### src/rtl/cond_sel_pkg.sv
package cond_sel_pkg;

    typedef enum logic [3:0] {
        SEL_NEVER    = 4'd0,
        SEL_ZERO     = 4'd1,
        SEL_LESS     = 4'd2,
        SEL_LEQ      = 4'd3,
        SEL_NONZERO  = 4'd4,
        SEL_GEQ      = 4'd5,
        SEL_GREATER  = 4'd6,
        SEL_OVF      = 4'd7,
        SEL_INBOUND  = 4'd8,
        SEL_TAGBAD   = 4'd9,
        SEL_OUTBOUND = 4'd10,
        SEL_TAGOK    = 4'd11,
        SEL_FAULT    = 4'd12
    } cond_code_e;

    localparam int unsigned SEL_BITS  = 4;
    localparam int unsigned NUM_CODES = 13;

    typedef struct packed {
        logic zero;
        logic less;
        logic ovf;
        logic carry;
        logic tag_bad;
    } flag_set_t;

    function automatic logic code_defined(input logic [SEL_BITS-1:0] code);
        return int'(code) < NUM_CODES;
    endfunction

endpackage

### src/rtl/cond_flags.sv
module cond_flags
    import cond_sel_pkg::*;
#(
    parameter int unsigned WIDTH    = 32,
    parameter int unsigned TAG_BITS = 3
) (
    input  logic [WIDTH-1:0] lhs,
    input  logic [WIDTH-1:0] rhs,
    input  logic [WIDTH-1:0] alu_res,
    input  logic             carry_out,
    output flag_set_t        flags
);
    localparam int unsigned NUM_VALS = 3;
    localparam int unsigned TOP      = WIDTH - 1;
    localparam int unsigned TAG_LO   = WIDTH - TAG_BITS;

    logic [WIDTH-1:0]    vals [NUM_VALS];
    logic [NUM_VALS-1:0] bad_tag;
    logic                sign_diff;

    assign vals[0] = lhs;
    assign vals[1] = rhs;
    assign vals[2] = alu_res;

    for (genvar i = 0; i < NUM_VALS; i++) begin : g_tag
        logic [TAG_BITS-1:0] tag;
        assign tag        = vals[i][TOP:TAG_LO];
        assign bad_tag[i] = !((&tag) || (~|tag));
    end

    assign sign_diff = lhs[TOP] ^ rhs[TOP];

    always_comb begin
        flags         = '0;
        flags.zero    = ~|alu_res;
        flags.less    = carry_out ^ sign_diff;
        flags.ovf     = (carry_out ^ alu_res[TOP]) ^ sign_diff;
        flags.carry   = carry_out;
        flags.tag_bad = |bad_tag;
    end

endmodule

### src/rtl/cond_pick.sv
module cond_pick
    import cond_sel_pkg::*;
(
    input  flag_set_t             flags,
    input  logic [SEL_BITS-1:0]   sel,
    output logic                  cond,
    output logic                  bad_code
);
    logic le_term;

    assign le_term  = flags.zero | flags.less;
    assign bad_code = !code_defined(sel);

    always_comb begin
        case (cond_code_e'(sel))
            SEL_NEVER:    cond = 1'b0;
            SEL_ZERO:     cond = flags.zero;
            SEL_LESS:     cond = flags.less;
            SEL_LEQ:      cond = le_term;
            SEL_NONZERO:  cond = !flags.zero;
            SEL_GEQ:      cond = !flags.less;
            SEL_GREATER:  cond = !le_term;
            SEL_OVF:      cond = flags.ovf;
            SEL_INBOUND:  cond = !flags.carry;
            SEL_TAGBAD:   cond = flags.tag_bad;
            SEL_OUTBOUND: cond = flags.carry;
            SEL_TAGOK:    cond = !flags.tag_bad;
            SEL_FAULT:    cond = 1'b1;
            default:      cond = 1'b0;
        endcase
    end

endmodule

### src/rtl/cond_select_unit.sv
module cond_select_unit
    import cond_sel_pkg::*;
#(
    parameter int unsigned WIDTH    = 32,
    parameter int unsigned TAG_BITS = 3
) (
    input  logic             clk,
    input  logic             rst,
    input  logic             phase_en,
    input  logic [3:0]       sel,
    input  logic [WIDTH-1:0] lhs,
    input  logic [WIDTH-1:0] rhs,
    input  logic [WIDTH-1:0] alu_res,
    input  logic             carry_out,
    output logic             cond_q,
    output logic             invalid_sel
);
    flag_set_t flags;
    logic      cond_d;
    logic      bad_code;

    cond_flags #(.WIDTH(WIDTH), .TAG_BITS(TAG_BITS)) u_flags (
        .lhs       (lhs),
        .rhs       (rhs),
        .alu_res   (alu_res),
        .carry_out (carry_out),
        .flags     (flags)
    );

    cond_pick u_pick (
        .flags    (flags),
        .sel      (sel),
        .cond     (cond_d),
        .bad_code (bad_code)
    );

    always_ff @(posedge clk) begin
        if (rst) begin
            cond_q      <= 1'b0;
            invalid_sel <= 1'b0;
        end else if (phase_en) begin
            cond_q      <= cond_d;
            invalid_sel <= invalid_sel | bad_code;
        end
    end

endmodule

### config.mk
export PLATFORM = sky130hd
export DESIGN_NAME = cond_select_unit
export DESIGN_NICKNAME = d
export VERILOG_FILES = /design/src/rtl/cond_sel_pkg.sv /design/src/rtl/cond_flags.sv /design/src/rtl/cond_pick.sv /design/src/rtl/cond_select_unit.sv
export SDC_FILE = /design/constraint.sdc
export NUM_CORES = 1
export LEC_CHECK = 0
export ABC_AREA = 0
export CORE_MARGIN = 1
export CORE_UTILIZATION = 16
export CTS_CLUSTER_DIAMETER = 100
export DETAILED_ROUTE_END_ITERATION = 8
export PLACE_DENSITY_LB_ADDON = 0.15
export SETUP_SLACK_MARGIN = 0.02
export SLEW_MARGIN = 25
export SYNTH_ARGS = -nofsm -noshare
export SYNTH_HDL_FRONTEND = slang
export SYNTH_SLANG_ARGS = --single-unit
### constraint.sdc
create_clock -name clk -period 4.1 [get_ports clk]
set_input_delay 0.82 -clock clk [delete_from_list [all_inputs] [get_ports clk]]
set_output_delay 0.82 -clock clk [all_outputs]
set_load 0.05 [all_outputs]
# Yosys cells after proc, flatten, opt, wreduce, memory -nomap -nowiden
# Cells that the tools add are included.
word_totals:
  ff_bits: 2
  wordCells: 45
classes:
  n_lt_le_gt_ge: 1
  n_eq_ne: 12
  mux: 1
  bitwise_logic: 6
  n_reduce_logical: 23
op_table:
  columns: ["cell", "n"]
  rows:
  - ["OR reduction 32 bit", 1]
  - ["equality test 4 bit (second input constant)", 5]
  - ["equality test 4 x 3 -> 1 bit (second input constant)", 4]
  - ["logical NOT 1 bit", 12]
  - ["case mux 1 bit (12 select lines)", 1]
  - ["OR reduction 3 bit", 4]
  - ["AND reduction 3 bit", 3]
  - ["equality test 4 x 2 -> 1 bit (second input constant)", 2]
  - ["equality test 4 x 1 -> 1 bit (second input constant)", 1]
  - ["less-than comparator 4 bit (second input constant)", 1]
  - ["XOR 1 bit", 4]
  - ["logical OR 1 bit", 3]
  - ["bitwise OR 1 bit", 2]

# Longest topological paths before layout
# Gate-level depths: netlist (run 1).
logic_depth:
  depth_word: 7
  mapped_depth: 5
  depth_no_buf: 5

# Cells and area by module
# A second synthesis (run 1) with hierarchy kept.
hier_totals:
  hier_cells: 49
  area_unflattened_um2: 341.6
modules_own_cells:
  columns: ["module", "instances", "cells_per_inst", "area_each_um2", "seq_area_each_um2"]
  rows:
  - ["cond_flags", 1, 23, 153.9, 0.0]
  - ["cond_pick", 1, 20, 125.1, 0.0]
  - ["cond_select_unit", 1, 6, 62.6, 40.0]

# Worst setup path before layout (run 1)
# Ideal clock, no wire load.
synth_timing:
  kind: "input-to-reg"
  startpoint: "input lhs[31]"
  endpoint: "register cond_q"
  setup_time_ns: 0.091
  t_arrival_ns: 1.905
  required_ns: 4.009
  slack_ns: 2.104
  path_stages: 5
  path_buffers: 0
  path_cell_list: "xor3_1 > nand3b_1 > o21ai_1 > or3_1 > a311oi_1"
synth_between:
  elab_chain_len: 7
  elab_cells_between_ends: 14
synth_lines:
  columns: ["element", "line", "source"]
  rows:
  - ["start: declaration", "cond_select_unit.sv:11", "input logic [WIDTH-1:0] lhs,"]
  - ["OR reduction 3 bit", "cond_flags.sv:28", "assign bad_tag[i] = !((&tag) || (~|tag));"]
  - ["logical NOT 1 bit", "cond_flags.sv:28", null]
  - ["logical OR 1 bit", "cond_flags.sv:28", null]
  - ["logical NOT 1 bit", "cond_flags.sv:28", null]
  - ["OR reduction 3 bit", "cond_flags.sv:39", "flags.tag_bad = |bad_tag;"]
  - ["logical NOT 1 bit", "cond_pick.sv:27", "SEL_TAGOK: cond = !flags.tag_bad;"]
  - ["case mux 1 bit (12 select lines) *", "cond_pick.sv:15", "case (cond_code_e'(sel))"]
  - ["end signal: assignment", "cond_select_unit.sv:42", "cond_q <= cond_d;"]
  - ["end: declaration", "cond_select_unit.sv:15", "output logic cond_q,"]
# Every way passes the cells marked *; elsewhere a longest branch is shown, timed or not.
# A chain may end at the register's enable or synchronous reset.

# Worst setup path in the final report (run 1)
# Ends and elaborated chain as after synthesis.

==> results.json, run 1 <==
{
  "status": "finished clean",
  "post_cts_setup_inserts": 0,
  "final_core_util": 0.398,
  "synth-edff-count": 0,
  "antenna-diode-count": 0,
  "synth_cells": 52,
  "postRouteAntennaNets": 0,
  "worstMarginPinSlew_ns": 0.486,
  "floorplan.initialDensity": 0.169,
  "drt-total-wl_um": 1300,
  "timing_max_transition_violations_final": 0,
  "final-seq-area_um2": 40.0,
  "crit_fanout": 3,
  "report.final.setup_viol": 0,
  "tns_ns": 0,
  "layout.nets": 206,
  "tritoncts": "yes",
  "synth_area_leader": "sky130_fd_sc_hd__nor4_1",
  "min_path_type": "reg -> reg",
  "number_of_max_cap_violations": 0,
  "multiInputGateArea_um2": 302,
  "min_period_ns": 2.40,
  "synth_seq_area_share": 0.107,
  "cts-resized-gates": 0,
  "grtUsageTotal": 0.105,
  "slew-limit-headroom": 0.675,
  "firstDrtPassIters": 1,
  "number_of_buffers_inserted_by_port_buffering": 47,
  "rr_startpoint": "cond_q",
  "antenna_found_initial": 0,
  "route.detailed.vias_per_inst": 4.67,
  "ir_drop_worst_case_vdd_mv": 0.0969,
  "layout.cell_area.non_filler_um2": 881,
  "die_area_mm2": 0.00254,
  "place.gp.congestion": 0.691,
  "grt_first_pass_wirelength_um": 2150,
  "timing.critical_path.to": "cond_q",
  "grt_pass1_vias": 572,
  "period_share": 0.586,
  "core_region_area_mm2": 0.00221,
  "skew_ns": 0,
  "placementRows": 17,
  "postSynthNetCount": 156,
  "design.portCount": 106,
  "synth_async_sr_flop_share": 0,
  "post_synth_num_cell_types": 29,
  "clk_root_buffer_cell": "sky130_fd_sc_hd__clkbuf_4",
  "cts_hold_repair.buffers": 0,
  "grt_overflow_total": 0,
  "flow.area_growth_from_synthesis_pct": 135,
  "postSynthAreaPerCell_um2": 7.19,
  "timing.critical_path.to_type": "register",
  "total_leakage_power_nw": 0.308,
  "timing.reg2reg.worst_path_depth": 3,
  "yosysWarnings": 0,
  "worst_r2r_end": "cond_q",
  "fmaxAchievable_mhz": 416,
  "synth.cell_area_um2": 374,
  "pd_cells_mw_per_mm2": 156,
  "ff2ff_setup_slack_ns": 2.96,
  "synth_flop_cell": "sky130_fd_sc_hd__dfxtp_1",
  "crit_type": "in -> reg",
  "final-hold-violation-count": 0,
  "chipWidth_um": 50.4,
  "via_count": 598,
  "fillerInstances": 252,
  "unrepaired_setup_endpoints_after_global_routing": "no",
  "numClockSinks": 2,
  "grt_max_degree": 11,
  "detail_route.iter0.violations": 0,
  "cts_buffer_depth": 2,
  "share_of_layout_cells_above_drive_strength_1": 0.0600,
  "dp_hpwl_um": 1130,
  "tritoncts.num_buffers": 3,
  "ctsHtreeMaxLevel": 1,
  "synthTopCellsByArea": "sky130_fd_sc_hd__nor4_1 15%, sky130_fd_sc_hd__dfxtp_1 11%, sky130_fd_sc_hd__xor3_1 6.4%, sky130_fd_sc_hd__nor3_1 5.4%, sky130_fd_sc_hd__and3_1 5.0%",
  "critical_path.startpoint": "lhs[31]",
  "synth_top_area_share": 0.151,
  "die_h_um": 50.4,
  "routedWlPerCell_um": 10.1,
  "worstSetupStartpointType": "primary input",
  "drc_errors": 0,
  "clock_insertion_delay_worst_skew_ns": 0.22,
  "worst-endpoint-arrival_ns": 2.53,
  "cts.clk_slew.worst_paths_ns": 0.03,
  "post_dp_cell_area_um2": 858,
  "synth.ff_latch_count": 2,
  "worstPathRequired_ns": 4.23
}
[worst max-delay path, stage by stage]
cell and delay [ns]:
sky130_fd_sc_hd__clkdlybuf4s50_1 0.50, sky130_fd_sc_hd__xor3_1 0.45, sky130_fd_sc_hd__nand3b_1 0.10, sky130_fd_sc_hd__o21ai_1 0.07, sky130_fd_sc_hd__or3_1 0.38, sky130_fd_sc_hd__a311oi_1 0.21
[area by class of cell]
class,count,share of cell area
Tap cell,28,0.0398
Sequential cell,2,0.0455
Inverter,3,0.0128
Clock buffer,3,0.0256
Multi-Input combinational cell,45,0.342
Timing Repair Buffer,47,0.534
[synth_stat cells, types with 2 or more instances]
cell type                  number
sky130_fd_sc_hd__a21oi_1        2
sky130_fd_sc_hd__and3_1         3
sky130_fd_sc_hd__dfxtp_1        2
sky130_fd_sc_hd__inv_1          3
sky130_fd_sc_hd__nand2_1        3
sky130_fd_sc_hd__nand3b_1       2
sky130_fd_sc_hd__nand4_1        2
sky130_fd_sc_hd__nor2_1         3
sky130_fd_sc_hd__nor3_1         4
sky130_fd_sc_hd__nor4_1         9
[cell families after synthesis]
logic type / count (synthesis) / share of synthesized area
AOI/OAI and AO/OA: 12 / 0.231
DFF: 2 / 0.107
and+or+nand+nor: 30 / 0.458
muxes: 1 / 0.0301
buffers and inverters: 5 / 0.0870
xor gates and xnor gates: 2 / 0.0870
[worst min-delay path by stage]
| stage | start | endpoint | slack (ns) | cells after the start |
|---|---|---|---|---|
| after floorplan | invalid_sel | invalid_sel | 0.66 | 2 |
| after global placement | invalid_sel | invalid_sel | 0.44 | 2 |
| after detailed placement | invalid_sel | invalid_sel | 0.45 | 2 |
| after global routing | invalid_sel | invalid_sel | 0.48 | 2 |
| after CTS | invalid_sel | invalid_sel | 0.45 | 2 |
| final | invalid_sel | invalid_sel | 0.45 | 2 |
[sequential cells by signal, summed over array words and instances, names as in the netlist]
register and flops:
cond_q 1, invalid_sel 1
[layout by cell type, fill, tap and decap left out, types with 2 or more instances in the layout]
| cell type | count |
|---|---|
| sky130_fd_sc_hd__dfxtp_1 | 2 |
| sky130_fd_sc_hd__clkbuf_4 | 3 |
| sky130_fd_sc_hd__inv_1 | 3 |
| sky130_fd_sc_hd__nor2_1 | 3 |
| sky130_fd_sc_hd__nand2_1 | 3 |
| sky130_fd_sc_hd__clkdlybuf4s50_1 | 47 |
| sky130_fd_sc_hd__and3_1 | 3 |
| sky130_fd_sc_hd__nor3_1 | 4 |
| sky130_fd_sc_hd__nand3b_1 | 2 |
| sky130_fd_sc_hd__a21oi_1 | 2 |
| sky130_fd_sc_hd__nor4_1 | 9 |
| sky130_fd_sc_hd__nand4_1 | 2 |
[power breakdown]
group          switching [mW]  internal [mW]  total [mW]
clock                  0.0103         0.0322      0.0425
combinational          0.0231         0.0501      0.0732
sequential           0.000572         0.0207      0.0213
[per-stage QoR]
stage | instances | setup WS, ns | hold WS, ns | power, mW
2_1_floorplan | 52 | 2.10 | 0.657 | 0.0458
3_3_place_gp | 125 | 1.46 | 0.442 | 0.0948
3_5_place_dp | 125 | 1.45 | 0.448 | 0.0952
4_1_cts | 128 | 1.69 | 0.454 | 0.140
5_1_grt | 128 | 1.59 | 0.481 | 0.146
6_report | 128 | 1.70 | 0.450 | 0.137
[per-layer routing]
metal / GRT usage / wire [um] / up-vias / share of wire
met5: 0 / 0 / - / 0
met4: 0.0278 / 0 / 0 / 0
met3: 0.0303 / 194 / 0 / 0.15
met1: 0.142 / 595 / 244 / 0.46
met2: 0.160 / 507 / 43 / 0.39
li1: - / - / 311 / -
Power figures use the tool's default switching activity.
==> run 2: changes to the inputs <==
--- a/config.mk
+++ b/config.mk
@@ -7,7 +7,7 @@
 export LEC_CHECK = 0
 export ABC_AREA = 0
 export CORE_MARGIN = 1
-export CORE_UTILIZATION = 16
+export CORE_UTILIZATION = 14
 export CTS_CLUSTER_DIAMETER = 100
 export DETAILED_ROUTE_END_ITERATION = 8
 export PLACE_DENSITY_LB_ADDON = 0.15
==> constraint.sdc (replaced) <==
create_clock -name clk -period 2.5 [get_ports clk]
set_input_delay 0.5 -clock clk [delete_from_list [all_inputs] [get_ports clk]]
set_output_delay 0.5 -clock clk [all_outputs]
set_load 0.05 [all_outputs]
==> run 2 against run 1 <==
Design area up 0.28%. Wire length up 11%. Largest power group unchanged. Register-to-register slack worse by 1.6 ns.
==> results.json, run 2 (synthesis gave the netlist of run 1 again) <==
{
  "clk_root_buffer_cell": "sky130_fd_sc_hd__clkbuf_4",
  "worstPathBufferInverterCount": 1,
  "cts-resized-gates": 0,
  "final_cell_mix": "47 x sky130_fd_sc_hd__clkdlybuf4s50_1, 9 x sky130_fd_sc_hd__nor4_1, 4 x sky130_fd_sc_hd__nor3_1",
  "grt_max_degree": 11,
  "drc_errors": 0,
  "total_leakage_power_nw": 0.308,
  "die_h_um": 53.7,
  "worst_path_largest_cell_delay_ns": 0.50,
  "tritoncts": "yes",
  "post_layout_nonfiller_instances": 130,
  "routedWlPerCell_um": 11.1,
  "post_cts_setup_inserts": 0,
  "cts_hold_repair.buffers": 0,
  "cts_buffer_depth": 2,
  "dp_hpwl_um": 1250,
  "min_period_ns": 2.09,
  "worstMarginPinSlew_ns": 0.487,
  "firstDrtPassIters": 4,
  "worstPathRequired_ns": 2.63,
  "rr_startpoint": "cond_q",
  "chipWidth_um": 53.7,
  "worstSetupStartpointType": "primary input",
  "grt_pass1_vias": 562,
  "grtUsageTotal": 0.0984,
  "detail_route.iter0.violations": 4,
  "crit_fanout": 3,
  "via_count": 605,
  "worst-endpoint-arrival_ns": 2.22,
  "core_region_area_mm2": 0.00250,
  "design.portCount": 106,
  "skew_ns": 0,
  "number_of_max_cap_violations": 0,
  "holdCritStartpoint": "invalid_sel",
  "timing_max_transition_violations_final": 0,
  "clock_insertion_delay_worst_skew_ns": 0.22,
  "pd_cells_mw_per_mm2": 259,
  "status": "finished clean",
  "fmaxAchievable_mhz": 479,
  "grt_first_pass_wirelength_um": 2150,
  "ctsHtreeMaxLevel": 1,
  "layout.nets": 206,
  "dp_cells": 127,
  "antenna_found_initial": 0,
  "report.final.setup_viol": 0,
  "period_share": 0.835,
  "postRouteAntennaNets": 0,
  "grt_overflow_total": 0,
  "antenna-diode-count": 0,
  "cts.clk_slew.worst_paths_ns": 0.03,
  "numClockSinks": 2,
  "layout_top_registers": "cond_q: 1 flops, invalid_sel: 1 flops",
  "die_area_mm2": 0.00288,
  "fin_total_pwr_mw": 0.229,
  "place.gp.congestion": 0.754,
  "timing.critical_path.to_type": "register",
  "placementRows": 18,
  "unrepaired_setup_endpoints_after_global_routing": "no",
  "tritoncts.num_buffers": 3,
  "worst_path_dominant_cell_family": "buffers and inverters",
  "tns_ns": 0,
  "final-hold-violation-count": 0,
  "flow.area_growth_from_synthesis_pct": 136,
  "route.detailed.vias_per_inst": 4.65,
  "layout.cells.most_common": "sky130_fd_sc_hd__clkdlybuf4s50_1",
  "critical_path.startpoint": "lhs[31]",
  "crit_type": "in -> reg",
  "min_path_type": "reg -> reg",
  "number_of_buffers_inserted_by_port_buffering": 47,
  "floorplan.initialDensity": 0.150,
  "share_of_layout_cells_above_drive_strength_1": 0.0600,
  "drt-total-wl_um": 1440,
  "ir_drop_worst_case_vdd_mv": 0.222,
  "critical-path-slowest-cell": "sky130_fd_sc_hd__clkdlybuf4s50_1",
  "critical_path.cell_chain": "clkdlybuf4s50_1 -> xor3_1 -> nand3b_1 -> o21ai_1 -> or3_1 -> a311oi_1",
  "slew-limit-headroom": 0.674
}
## run 2: cell counts in the layout (fill, tap and decap cells not counted)
Identical to the previous run, type by type.
## run 2: power breakdown
part	leakage, nW	internal, mW	switching, mW
logic	0.278	0.0822	0.0386
registers	0.0163	0.0339	0.000857
clock network	0.0138	0.0532	0.0198
total	0.308	0.169	0.0592
## run 2: worst register-to-register path: cells and delay by family, from the launching register on
family	cells	cell delay [ns]
flops	1	0.30
compound gates	2	0.48
simple gates	1	0.19
## run 2: stage by stage
| stage | hold slack [ns] | cell area, um2 | setup WS, ns | utilization |
|---|---|---|---|---|
| floorplan | 0.569 | 374 | 0.824 | - |
| global placement | 0.442 | 861 | 0.169 | 0.344 |
| detailed placement | 0.447 | 861 | 0.156 | 0.344 |
| CTS | 0.452 | 883 | 0.400 | 0.353 |
| global route | 0.475 | 883 | 0.359 | 0.353 |
| finish | 0.448 | 883 | 0.412 | 0.353 |
## run 2: worst paths after layout
check,endpoint,slack [ns],cells past startpoint
max,cond_q,0.41,6
min,invalid_sel,0.45,2
max reg2reg,cond_q,1.39,3
min reg2reg,invalid_sel,0.45,2
## run 2: area by class of cell
cell class	count	area (um2)
Tap cell	30	37.5
Multi-Input combinational cell	45	302
Fill cell	262	1620
Timing Repair Buffer	47	470
Sequential cell	2	40.0
Clock buffer	3	22.5
Inverter	3	11.3
## run 2: metal layers
layer  global-route usage  part of all wire  vias up
met3               0.0169             0.083        0
li1                     -                 -      311
met4               0.0219                 0        0
met1                0.111              0.39      270
met5                    0                 0        -
met2                0.187              0.53       24
